### config.mk
export PLATFORM = sky130hd
export DESIGN_NAME = fetch_pc_unit
export DESIGN_NICKNAME = d
export VERILOG_FILES = /design/src/rtl/fpc_pkg.sv /design/src/rtl/fpc_arbiter.sv /design/src/rtl/fpc_retstack.sv /design/src/rtl/fpc_pcreg.sv /design/src/rtl/fetch_pc_unit.sv
export SDC_FILE = /design/constraint.sdc
export NUM_CORES = 1
export LEC_CHECK = 0
export ABC_AREA = 1
export BUFFER_PORTS_ARGS = -buffer_cell sky130_fd_sc_hd__buf_2
export CORE_ASPECT_RATIO = 2
export CORE_MARGIN = 5
export CORE_UTILIZATION = 40
export DETAILED_ROUTE_END_ITERATION = 16
export PLACE_DENSITY = 0.66
export SYNTH_ARGS = -nofsm -noshare
export SYNTH_HDL_FRONTEND = slang
export SYNTH_SLANG_ARGS = --single-unit
### constraint.sdc
create_clock -name clk -period 7.65 [get_ports clk]
set_input_delay 1.1475 -clock clk [delete_from_list [all_inputs] [get_ports clk]]
set_output_delay 1.1475 -clock clk [all_outputs]
set_load 0.02 [all_outputs]
### src/rtl/fpc_pkg.sv
package fpc_pkg;
  typedef enum logic [2:0] {
    ACT_HOLD,
    ACT_SEQ,
    ACT_JUMP,
    ACT_CALL,
    ACT_RET,
    ACT_VEC_HI,
    ACT_VEC_LO
  } fpc_act_e;
endpackage

### src/rtl/fpc_arbiter.sv
module fpc_arbiter
  import fpc_pkg::*;
(
  input  logic     adv,
  input  logic     jmp,
  input  logic     call,
  input  logic     ret,
  input  logic     irq_hi,
  input  logic     irq_lo,
  output fpc_act_e act,
  output logic     push,
  output logic     pop
);
  // Fixed priority: high vector, low vector, return, call, jump, step
  always_comb begin
    act = ACT_HOLD;
    if (irq_hi)      act = ACT_VEC_HI;
    else if (irq_lo) act = ACT_VEC_LO;
    else if (ret)    act = ACT_RET;
    else if (call)   act = ACT_CALL;
    else if (jmp)    act = ACT_JUMP;
    else if (adv)    act = ACT_SEQ;
  end

  assign push = (act == ACT_CALL) || (act == ACT_VEC_HI) || (act == ACT_VEC_LO);
  assign pop  = (act == ACT_RET);
endmodule

### src/rtl/fpc_retstack.sv
module fpc_retstack #(
  parameter int AW    = 21,
  parameter int DEPTH = 31,
  localparam int SPW  = $clog2(DEPTH + 1),
  localparam int IW   = (DEPTH > 1) ? $clog2(DEPTH) : 1
) (
  input  logic           clk,
  input  logic           rst_n,
  input  logic           push,
  input  logic           pop,
  input  logic [AW-1:0]  push_val,
  output logic [AW-1:0]  tos,
  output logic [SPW-1:0] sp,
  output logic           ovf,
  output logic           unf
);
  localparam logic [SPW-1:0] FULL_CNT = SPW'(DEPTH);

  logic [AW-1:0]  mem [DEPTH];
  logic           full, empty;
  logic [SPW-1:0] sp_m1;
  logic [IW-1:0]  top_idx;

  assign full    = (sp == FULL_CNT);
  assign empty   = (sp == '0);
  assign sp_m1   = sp - 1'b1;
  assign top_idx = sp_m1[IW-1:0];

  // One register per level; a level is written only when it is the next free slot
  for (genvar i = 0; i < DEPTH; i++) begin : g_level
    always_ff @(posedge clk or negedge rst_n) begin
      if (!rst_n)                                   mem[i] <= '0;
      else if (push && !full && sp == SPW'(i))      mem[i] <= push_val;
    end
  end

  always_ff @(posedge clk or negedge rst_n) begin
    if (!rst_n) begin
      sp  <= '0;
      ovf <= 1'b0;
      unf <= 1'b0;
    end else begin
      if (push) begin
        if (full) ovf <= 1'b1;
        else      sp  <= sp + 1'b1;
      end else if (pop) begin
        if (empty) unf <= 1'b1;
        else       sp  <= sp_m1;
      end
    end
  end

  assign tos = empty ? '0 : mem[top_idx];

  AST_SP_BOUND: assert property (@(posedge clk) disable iff (!rst_n)
    sp <= FULL_CNT);
  AST_OVF_KEEPS_STACK: assert property (@(posedge clk) disable iff (!rst_n)
    push && full |=> ovf && sp == FULL_CNT && $stable(tos));
  AST_UNF_EMPTY_POP: assert property (@(posedge clk) disable iff (!rst_n)
    pop && empty |=> unf && sp == '0);
  AST_OVF_STICKY: assert property (@(posedge clk) disable iff (!rst_n)
    ovf |=> ovf);
  AST_UNF_STICKY: assert property (@(posedge clk) disable iff (!rst_n)
    unf |=> unf);
  AST_PUSH_TOP: assert property (@(posedge clk) disable iff (!rst_n)
    push && !full |=> tos == $past(push_val));
endmodule

### src/rtl/fpc_pcreg.sv
module fpc_pcreg
  import fpc_pkg::*;
#(
  parameter int            AW     = 21,
  parameter logic [AW-1:0] VEC_HI = AW'(8),
  parameter logic [AW-1:0] VEC_LO = AW'(24)
) (
  input  logic          clk,
  input  logic          rst_n,
  input  fpc_act_e      act,
  input  logic [AW-1:0] tgt,
  input  logic [AW-1:0] pop_val,
  output logic [AW-1:0] pc,
  output logic [AW-1:0] pc_next_seq
);
  localparam logic [AW-1:0] STEP = AW'(2);

  logic [AW-1:0] tgt_even;
  logic [AW-1:0] pc_d;

  assign pc_next_seq = pc + STEP;
  assign tgt_even    = {tgt[AW-1:1], 1'b0};

  always_comb begin
    unique case (act)
      ACT_SEQ:    pc_d = pc_next_seq;
      ACT_JUMP,
      ACT_CALL:   pc_d = tgt_even;
      ACT_RET:    pc_d = {pop_val[AW-1:1], 1'b0};
      ACT_VEC_HI: pc_d = VEC_HI;
      ACT_VEC_LO: pc_d = VEC_LO;
      default:    pc_d = pc;
    endcase
  end

  always_ff @(posedge clk or negedge rst_n) begin
    if (!rst_n) pc <= '0;
    else        pc <= pc_d;
  end

  AST_PC_EVEN: assert property (@(posedge clk) disable iff (!rst_n)
    pc[0] == 1'b0);
  AST_SEQ_STEP: assert property (@(posedge clk) disable iff (!rst_n)
    act == ACT_SEQ |=> pc == AW'($past(pc) + STEP));
  AST_HOLD_IDLE: assert property (@(posedge clk) disable iff (!rst_n)
    act == ACT_HOLD |=> $stable(pc));
  AST_VEC_HI: assert property (@(posedge clk) disable iff (!rst_n)
    act == ACT_VEC_HI |=> pc == VEC_HI);
  AST_VEC_LO: assert property (@(posedge clk) disable iff (!rst_n)
    act == ACT_VEC_LO |=> pc == VEC_LO);
endmodule

### src/rtl/fetch_pc_unit.sv
module fetch_pc_unit
  import fpc_pkg::*;
#(
  parameter int            AW     = 21,
  parameter int            DEPTH  = 31,
  parameter logic [AW-1:0] VEC_HI = AW'(8),
  parameter logic [AW-1:0] VEC_LO = AW'(24),
  localparam int           SPW    = $clog2(DEPTH + 1)
) (
  input  logic           clk,
  input  logic           rst_n,
  input  logic           adv,
  input  logic           jmp,
  input  logic           call,
  input  logic           ret,
  input  logic           irq_hi,
  input  logic           irq_lo,
  input  logic [AW-1:0]  tgt,
  output logic [AW-1:0]  fetch_addr,
  output logic [SPW-1:0] sp,
  output logic [AW-1:0]  tos,
  output logic           ovf,
  output logic           unf
);
  fpc_act_e      act;
  logic          push, pop;
  logic [AW-1:0] ret_addr;

  fpc_arbiter u_arb (
    .adv(adv), .jmp(jmp), .call(call), .ret(ret),
    .irq_hi(irq_hi), .irq_lo(irq_lo),
    .act(act), .push(push), .pop(pop)
  );

  fpc_retstack #(.AW(AW), .DEPTH(DEPTH)) u_stk (
    .clk(clk), .rst_n(rst_n), .push(push), .pop(pop),
    .push_val(ret_addr), .tos(tos), .sp(sp), .ovf(ovf), .unf(unf)
  );

  fpc_pcreg #(.AW(AW), .VEC_HI(VEC_HI), .VEC_LO(VEC_LO)) u_pc (
    .clk(clk), .rst_n(rst_n), .act(act), .tgt(tgt), .pop_val(tos),
    .pc(fetch_addr), .pc_next_seq(ret_addr)
  );

  AST_HI_WINS: assert property (@(posedge clk) disable iff (!rst_n)
    irq_hi && irq_lo |=> fetch_addr == VEC_HI);
  AST_RET_FIRST: assert property (@(posedge clk) disable iff (!rst_n)
    ret && !irq_hi && !irq_lo && $past(sp) != '0 |=> fetch_addr == $past(tos));
  AST_JUMP_NO_STACK: assert property (@(posedge clk) disable iff (!rst_n)
    jmp && !call && !ret && !irq_hi && !irq_lo |=> $stable(sp));
endmodule

Word-level counts from Yosys, hierarchy flattened
Index checks and enable logic that the tools add are counted.

word-level totals
  input bits = 29
  logic and storage cells = 137
  register bits = 679
  output and inout bits = 49

cells by class
  muxes and demuxes = 15
  bitwise gates (word level) = 2
  add/subtract/negate cells = 3
  order comparisons = 1
  reductions and logical operators = 42
  eq/ne operators = 39

operators with widths
  operator                                                                number
  21-bit binary-select mux with 5-bit select                              1
  21-bit one-hot mux with 5 select lines                                  1
  5-bit equality test (second input constant)                             16
  21-bit two-way mux                                                      3
  5-bit by 4-bit equality test with 1-bit output (second input constant)  8
  1-bit logical AND                                                       32
  21-bit by 2-bit adder with 21-bit output (second input constant)        1
  5-bit by 3-bit equality test with 1-bit output (second input constant)  4
  5-bit two-way mux                                                       4
  3-bit two-way mux                                                       5
  5-bit by 2-bit equality test with 1-bit output (second input constant)  2
  3-bit equality test (second input constant)                             3
  3-bit by 2-bit equality test with 1-bit output (second input constant)  2
  6-bit greater-or-equal comparator (second input constant)               1
  5-bit NOT with 6-bit output                                             1
  3-bit AND reduction                                                     2
  5-bit by 1-bit adder with 5-bit output (second input constant)          1
  5-bit by 1-bit equality test with 1-bit output (second input constant)  1
  5-bit logical NOT                                                       1
  5-bit nonzero test                                                      1
  5-bit by 1-bit subtractor with 5-bit output (second input constant)     1
  3-bit by 1-bit equality test with 1-bit output (second input constant)  1
  1-bit logical OR                                                        2
  2-bit by 1-bit != test with 1-bit output (second input constant)        1
  7 further kinds                                                         7

Longest topological paths before layout
Gate-level depths: netlist of the first run.

  depth after elaboration = 11
  mapped depth = 18
  mapped depth without buffers = 14

Hierarchy
Synthesis of the first run repeated with hierarchy kept, for this count alone.

unflattened totals
  cells, all modules = 4037
  area, all modules = 31901.8 um^2

modules (own cells, without submodules)
  module        sequential area each (um^2)  instances  area an instance (um^2)  cells each
  fpc_retstack  16465.8                      1          30012.5                  3722
  fpc_pcreg     500.5                        1          1831.8                   303
  fpc_arbiter   0.0                          1          57.6                     12

Worst setup path before layout of the first run
No wires, ideal clock.

  kind = reg-to-output
  start point = reg u_stk.sp[0]
  end point = out tos[14]
  arrival = 2.721 ns
  cell stages (with the launch flop) = 15
  required time = 6.503 ns
  setup slack = 3.782 ns
  path through = dfrtp_1 > buf_2 > inv_1 > buf_2 > clkbuf_1 > ha_1 > buf_2 > inv_2 > buf_2 > clkbuf_1 > nand2_1 > nand3_1 > nand3_1 > nand3_1 > a21oi_1

on the way
  word-level cells in the longest chain between the ends = 6
  elaborated cells between the ends (all ways) = 7
  classes of those cells = add/sub: 1; mux: 4; bitwise: 1; reduce/logical: 1

RTL lines
  element                                                RTL line             source
  from (decl)                                            fpc_retstack.sv:13   output logic [SPW-1:0] sp,
  from (signal assigned)                                 fpc_retstack.sv:45   else sp <= sp + 1'b1;
  from (signal assigned)                                 fpc_retstack.sv:48   else sp <= sp_m1;
  5-bit by 1-bit subtractor with 5-bit output            fpc_retstack.sv:26   assign sp_m1 = sp - 1'b1;
  5-bit NOT with 6-bit output (not written as such)      fpc_retstack.sv:53   assign tos = empty ? '0 : mem[top_idx];
  21-bit binary-select mux with 5-bit select             fpc_retstack.sv:53
  21-bit two-way mux (not written as such) (2 in a row)  fpc_retstack.sv:53
  21-bit two-way mux *                                   fpc_retstack.sv:53
  to (decl)                                              fetch_pc_unit.sv:21  output logic [AW-1:0] tos,

Every way passes the cells marked *; elsewhere a longest branch is shown, timed or not. The select of a mux whose other input is x is not followed.

Worst setup path in the final report of the first run
  start point = reg u_stk.sp[0]
  end point = out tos[1]

Same word-level chain as after synthesis.

==> results of run 1 <==
==> per-layer routing <==
metal / vias up / track usage [%]
li1: 12800 / -
met1: 13200 / 25.9
met2: 854 / 40.0
met3: 219 / 1.98
met4: 0 / 9.81
met5: - / 0
==> registers in the layout, indices dropped and copies added (netlist names) <==
register and cells:
u_stk.unf 1, u_stk.mem 620, u_pc.pc 20, u_stk.ovf 1, u_stk.sp 5
==> where the power goes <==
part | total (mW) | internal (mW) | switching [mW]
combinational | 8.54 | 2.52 | 6.02
sequential | 5.75 | 4.91 | 0.835
clock | 2.91 | 1.58 | 1.33
==> worst reg2reg max path, cell delays in order (launching register included) <==
cell and delay (ps):
dfrtp_4 770, inv_8 660, ha_4 330, nand2_1 100, nor2_1 220, inv_2 160
nor2_1 300, inv_1 200, nor2_1 800, inv_1 810, o21ai_0 450
==> through the flow <==
step           instances  cell area (um^2)
3_5_place_dp        4863             32300
3_3_place_gp        4863             32300
5_1_grt             4959             34100
2_1_floorplan       4030             31600
4_1_cts             4959             34100
6_report            4959             34100
==> area by class of cell <==
cell class	instances	share of cell area, %
clock buffer	81	4.67
clock inverter	15	0.587
inverter	172	1.96
multi-input combinational	2899	39.3
sequential	647	47.5
tap	1029	3.78
timing repair buffer	116	2.22
==> cell families after synthesis <==
group / Yosys count
other: 1
and+or+nand+nor: 2146
buffers and inverters: 484
adders and majority gates: 7
xor gates and xnor gates: 13
AOI/OAI and AO/OA: 731
DFF: 647
==> worst paths after layout <==
check / to / slack, ps / cells past startpoint
worst min-delay path: u_stk.ovf$_DFFE_PN0P_ / 460 / 1
min in group asynchronous: u_stk.mem[296]$_DFFE_PN0P_ / 550 / 1
worst min register to register: u_stk.ovf$_DFFE_PN0P_ / 460 / 1
worst max-delay path: tos[1] / 1650 / 10
max in group asynchronous: u_stk.mem[470]$_DFFE_PN0P_ / 5290 / 3
worst max register to register: u_stk.mem[639]$_DFFE_PN0P_ / 2760 / 10
==> cell usage after synthesis, types with 6 or more instances <==
cell and n:
nand2_1 1410, dfrtp_1 647, nand3_1 542, o21ai_0 400, inv_1 160, a21oi_1 156, clkbuf_1 140, buf_2 134
nor2_1 134, o21a_1 114, o21ai_1 28, buf_1 26, a31oi_1 23, nor2_4 22, xor2_1 12, buf_4 9
nand4_1 8, ha_1 7, inv_2 7, nor2_8 7, nor2_2 6
==> flow_summary.ini, run 1 <==
[final_layout]
final_cell_mix = nand2_1 (1406), dfrtp_1 (646), nand3_1 (542), o21ai_0 (400), inv_1 (159)
fillers = 7845
final_common_cell = nand2_1
drive_gt1_share_pct = 6.79
final_util_pct = 43.6
syn_to_final_growth_pct = 8.00
antenna_cells = 0
ff_latch_area_um2 = 16200
finalNetCount = 3926
multi_input_area_um2 = 13400

[sta]
rsz0062_at_grt = false
setup_viol = 0
worst_slew_pin_slew_ps = 1300
slew_violations = 0
finalWorstSetupSlack_ps = 1650
hold_ws_ps = 464
finClkSkew_ps = 20.6
finalHoldViolCount = 0
period_share_pct = 78.4
timing.fmax_ghz = 0.167
timing.setup.tns_ps = 0
max_slew_margin_pct = 12.4
period_needed_ps = 6000

[cts]
clock_latency_ps = 630
ctsResizeCount = 0
cts_sinks = 647
cts-root-buf = clkbuf_16
cts_tree = done
post_cts_buffers = 0
cts_buffers = 54
htreeDepth = 2
cts_hold_buf = 0
ctsLongestPathBuffers = 3
path_clk_slew_ps = 70

[worst_setup_path]
start_kind = flop
path_class = flop to output port
critPathBufInv = 4
cpLargestDelayFamily = buffers and inverters
crit_path_cell_trace = inv_8 -> ha_4 -> inv_6 -> buf_4 -> nand3_1 -> nand3_1 -> nand3_1 -> nand3_1 -> nand2_1 -> buf_2
crit_top_cell = nand3_1
crit_path_end_kind = output port
path_max_fanout = 123
max_stage_delay_ps = 920
slowest_stage = dfrtp_4
critPathLaunch = u_stk.sp[0]$_DFFE_PN0P_
cp.arrival_ps = 4850
r2r_start = u_stk.sp[0]$_DFFE_PN0P_
required_ps = 6500

[yosys]
ys_top_cells_by_area = dfrtp_1 (51%), nand2_1 (17%), nand3_1 (8.6%)
yosys.area_share.simple_pct = 28.8
synthXorXnorAreaFrac_pct = 0.361
syn_inst = 4029
yosysSeqAreaShare_pct = 51.3
synth-edff-count = 0
synth_fa_ha_area_share_pct = 0.277
synth_top_area_share_pct = 51.3
avgSynthCellArea_um2 = 7.83
yosysTopAreaCell = dfrtp_1
ys_warn_count = 0
async_flop_share_pct = 100
ys_ff_latch = 647
yosys-mux-area-fraction_pct = 0
ys.flop_type = dfrtp_1
synthDistinctLibCells = 43
synth_compound_area_share_pct = 12.7
syn_area_um2 = 31600
synth_top_family_by_area = simple AND/OR/NAND/NOR gates

[floorplanning]
core_um2 = 78200
io_pins = 78
fp.dieW_um = 209
chipHeight_um = 407
dieArea_um2 = 85000
initial_core_util_pct = 40.4
num_rows = 145

[detailed_routing]
viasPerCell = 5.46
wl_um = 95200
drcViolationCount = 0
wl_met1_um = 36600
vias = 27100
dr_wl_met3_um = 4270
top_layer = met4
ant_nets = 0
firstDrtPassIters = 5
wl_met2_um = 49700
drtIter0Drc = 2227
routedWlPerCell_um = 19.2

[global_route]
grt_max_degree = 177
grt-ovfl-total = 0
grt.total_usage_pct = 21.8
grt_pass1_wl_um = 150000
antenna_found_initial = 0
grt_pass1_vias = 26200

[placed_design]
port_buffers = 74
place_ws_ps = 2360
gp_congestion = 0.916
dpl.hpwl_um = 59300

[job]
drv_cap = 0

[pwr]
total_leakage_power_nw = 15.8
power_density_nw_per_um2 = 504
ir_worst_vdd_mv = 0.599
power.total_mw = 17.2

[status]
outcome = finished clean

[hold_path]
hold_path_class = flop to flop
min-delay-start = u_stk.ovf$_DFFE_PN0P_
Note: power is estimated with default switching activity, not from simulation.
==> inputs of run 2 (changes only) <==
==> constraint.sdc (replaced) <==
create_clock -name clk -period 6 [get_ports clk]
set_input_delay 0.9 -clock clk [delete_from_list [all_inputs] [get_ports clk]]
set_output_delay 0.9 -clock clk [all_outputs]
set_load 0.02 [all_outputs]
==> run 2 against run 1 <==
Cell area increased by 0.21%. Register-to-register slack got worse by 840 ps. Clock skew decreased by 3.4 ps. Combinational power increased by 29%. Flip-flop and latch count unchanged. First-iteration DRC count decreased by 5.7%. Global-route usage increased by 0.095 points. Worst hold slack got worse by 150 ps. Clock-buffer cell count decreased by 1. Critical endpoint is now tos[13].
==> flow_summary.ini, run 2 (synthesis results as in run 1) <==
[placed_design]
gp_congestion = 0.893
dpl.hpwl_um = 59500
place_ws_ps = 1420
dp_cells = 4861
port_buffers = 74

[worst_setup_path]
cp.arrival_ps = 4340
path_max_fanout = 83
start_kind = flop
required_ps = 5100
cpLargestDelayFamily = buffers and inverters
critPathBufInv = 4
crit_top_cell = nand3_1
path_class = flop to output port
crit_path_cell_trace = inv_8 -> ha_4 -> inv_6 -> buf_4 -> nand3_1 -> nand3_1 -> nand3_1 -> nand3_1 -> nand2_1 -> buf_2
crit_path_end_kind = output port
slowest_stage = dfrtp_4
max_stage_delay_ps = 840

[cts]
cts-root-buf = clkbuf_16
cts_tree = done
cts_hold_buf = 0
ctsLongestPathBuffers = 3
cts_sinks = 647
post_cts_buffers = 0
path_clk_slew_ps = 70
clock_latency_ps = 600
cts_buffers = 53
ctsResizeCount = 0
htreeDepth = 2

[pwr]
total_leakage_power_nw = 15.8
ir_worst_vdd_mv = 0.585
power_density_nw_per_um2 = 644

[final_layout]
reg_top3 = u_stk.mem x620, u_pc.pc x20, u_stk.sp x5
finalNetCount = 3923
final_cell_mix = nand2_1 (1406), dfrtp_1 (645), nand3_1 (542), o21ai_0 (400), inv_1 (159)
largest_reg_flops = 620
antenna_cells = 0
fin_cells = 4957
fillers = 7813
final_common_cell = nand2_1
syn_to_final_growth_pct = 8.23
regMostFlops = u_stk.mem
drive_gt1_share_pct = 6.82

[floorplanning]
core_um2 = 78200
dieArea_um2 = 85000
chipHeight_um = 407
initial_core_util_pct = 40.4
num_rows = 145
fp.dieW_um = 209
io_pins = 78

[sta]
worst_slew_pin_slew_ps = 1230
period_needed_ps = 5240
timing.setup.tns_ps = 0
hold_ws_ps = 310
slew_violations = 0
finalWorstSetupSlack_ps = 758
rsz0062_at_grt = false
setup_viol = 0
finClkSkew_ps = 17.2
max_slew_margin_pct = 17.8
finalHoldViolCount = 0
timing.fmax_ghz = 0.191
period_share_pct = 87.4

[detailed_routing]
vias = 27000
routedWlPerCell_um = 19.3
firstDrtPassIters = 5
dr_wl_met3_um = 4090
top_layer = met4
drcViolationCount = 0
wl_met1_um = 37100
ant_nets = 0
wl_um = 95500
wl_met2_um = 49500
viasPerCell = 5.45
drtIter0Drc = 2101

[global_route]
grt_pass1_wl_um = 151000
grt_pass1_vias = 26200
grt.total_usage_pct = 21.9
antenna_found_initial = 0
grt_max_degree = 176
grt-ovfl-total = 0

[status]
outcome = finished clean

[job]
drv_cap = 0

[hold_path]
hold_path_class = input port to async pin
[run 2: changes by cell type in the layout (fill, tap and decap cells not counted), moves of 2 or more]
cell	delta
buf_4	-8
buf_12	+6
clkbuf_1	-2
clkinv_2	+2
[run 2: through the flow]
| step | instance area, um^2 | util (%) | power (mW) |
|---|---|---|---|
| after floorplan | 31600 | - | 14.6 |
| after global placement | 32400 | 41.4 | 18.1 |
| after detailed placement | 32400 | 41.4 | 18.3 |
| after CTS | 34200 | 43.7 | 22.0 |
| after global routing | 34200 | 43.7 | 23.6 |
| final | 34200 | 43.7 | 22.0 |
[run 2: power breakdown]
part | switching [mW] | internal [mW]
combinational | 7.70 | 3.26
clock | 1.67 | 2.03
sequential | 1.10 | 6.26
total | 10.5 | 11.5
[run 2: final timing paths]
kind | startpoint | slack (ps) | endpoint | cells past startpoint
setup / recovery | u_stk.sp[0]$_DFFE_PN0P_ | 760 | tos[13] | 10
hold / removal | rst_n | 310 | u_stk.mem[241]$_DFFE_PN0P_ | 1
setup reg to reg | u_stk.sp[0]$_DFFE_PN0P_ | 1920 | u_pc.pc[13]$_DFFE_PN0P_ | 13
hold reg to reg | u_stk.ovf$_DFFE_PN0P_ | 460 | u_stk.ovf$_DFFE_PN0P_ | 1
max in group asynchronous | rst_n | 4190 | u_stk.sp[0]$_DFFE_PN0P_ | 2
min in group clk | u_stk.ovf$_DFFE_PN0P_ | 460 | u_stk.ovf$_DFFE_PN0P_ | 1
[run 2: cell type report]
type | count | area, um^2 | share of cell area (%)
flip-flops and latches | 647 | 16200 | 47.4
multi-input cells | 2899 | 13400 | 39.2
clock buffers | 80 | 1610 | 4.71
well taps | 1029 | 1290 | 3.77
repair buffers | 114 | 818 | 2.40
inverters | 172 | 668 | 1.96
clock inverters | 16 | 194 | 0.568
[run 2: routing by layer]
| layer | global-route usage [%] | vias up |
|---|---|---|
| li1 | - | 12800 |
| met1 | 26.8 | 13100 |
| met2 | 39.4 | 862 |
| met3 | 1.59 | 236 |
| met4 | 10.1 | 0 |
| met5 | 0 | - |
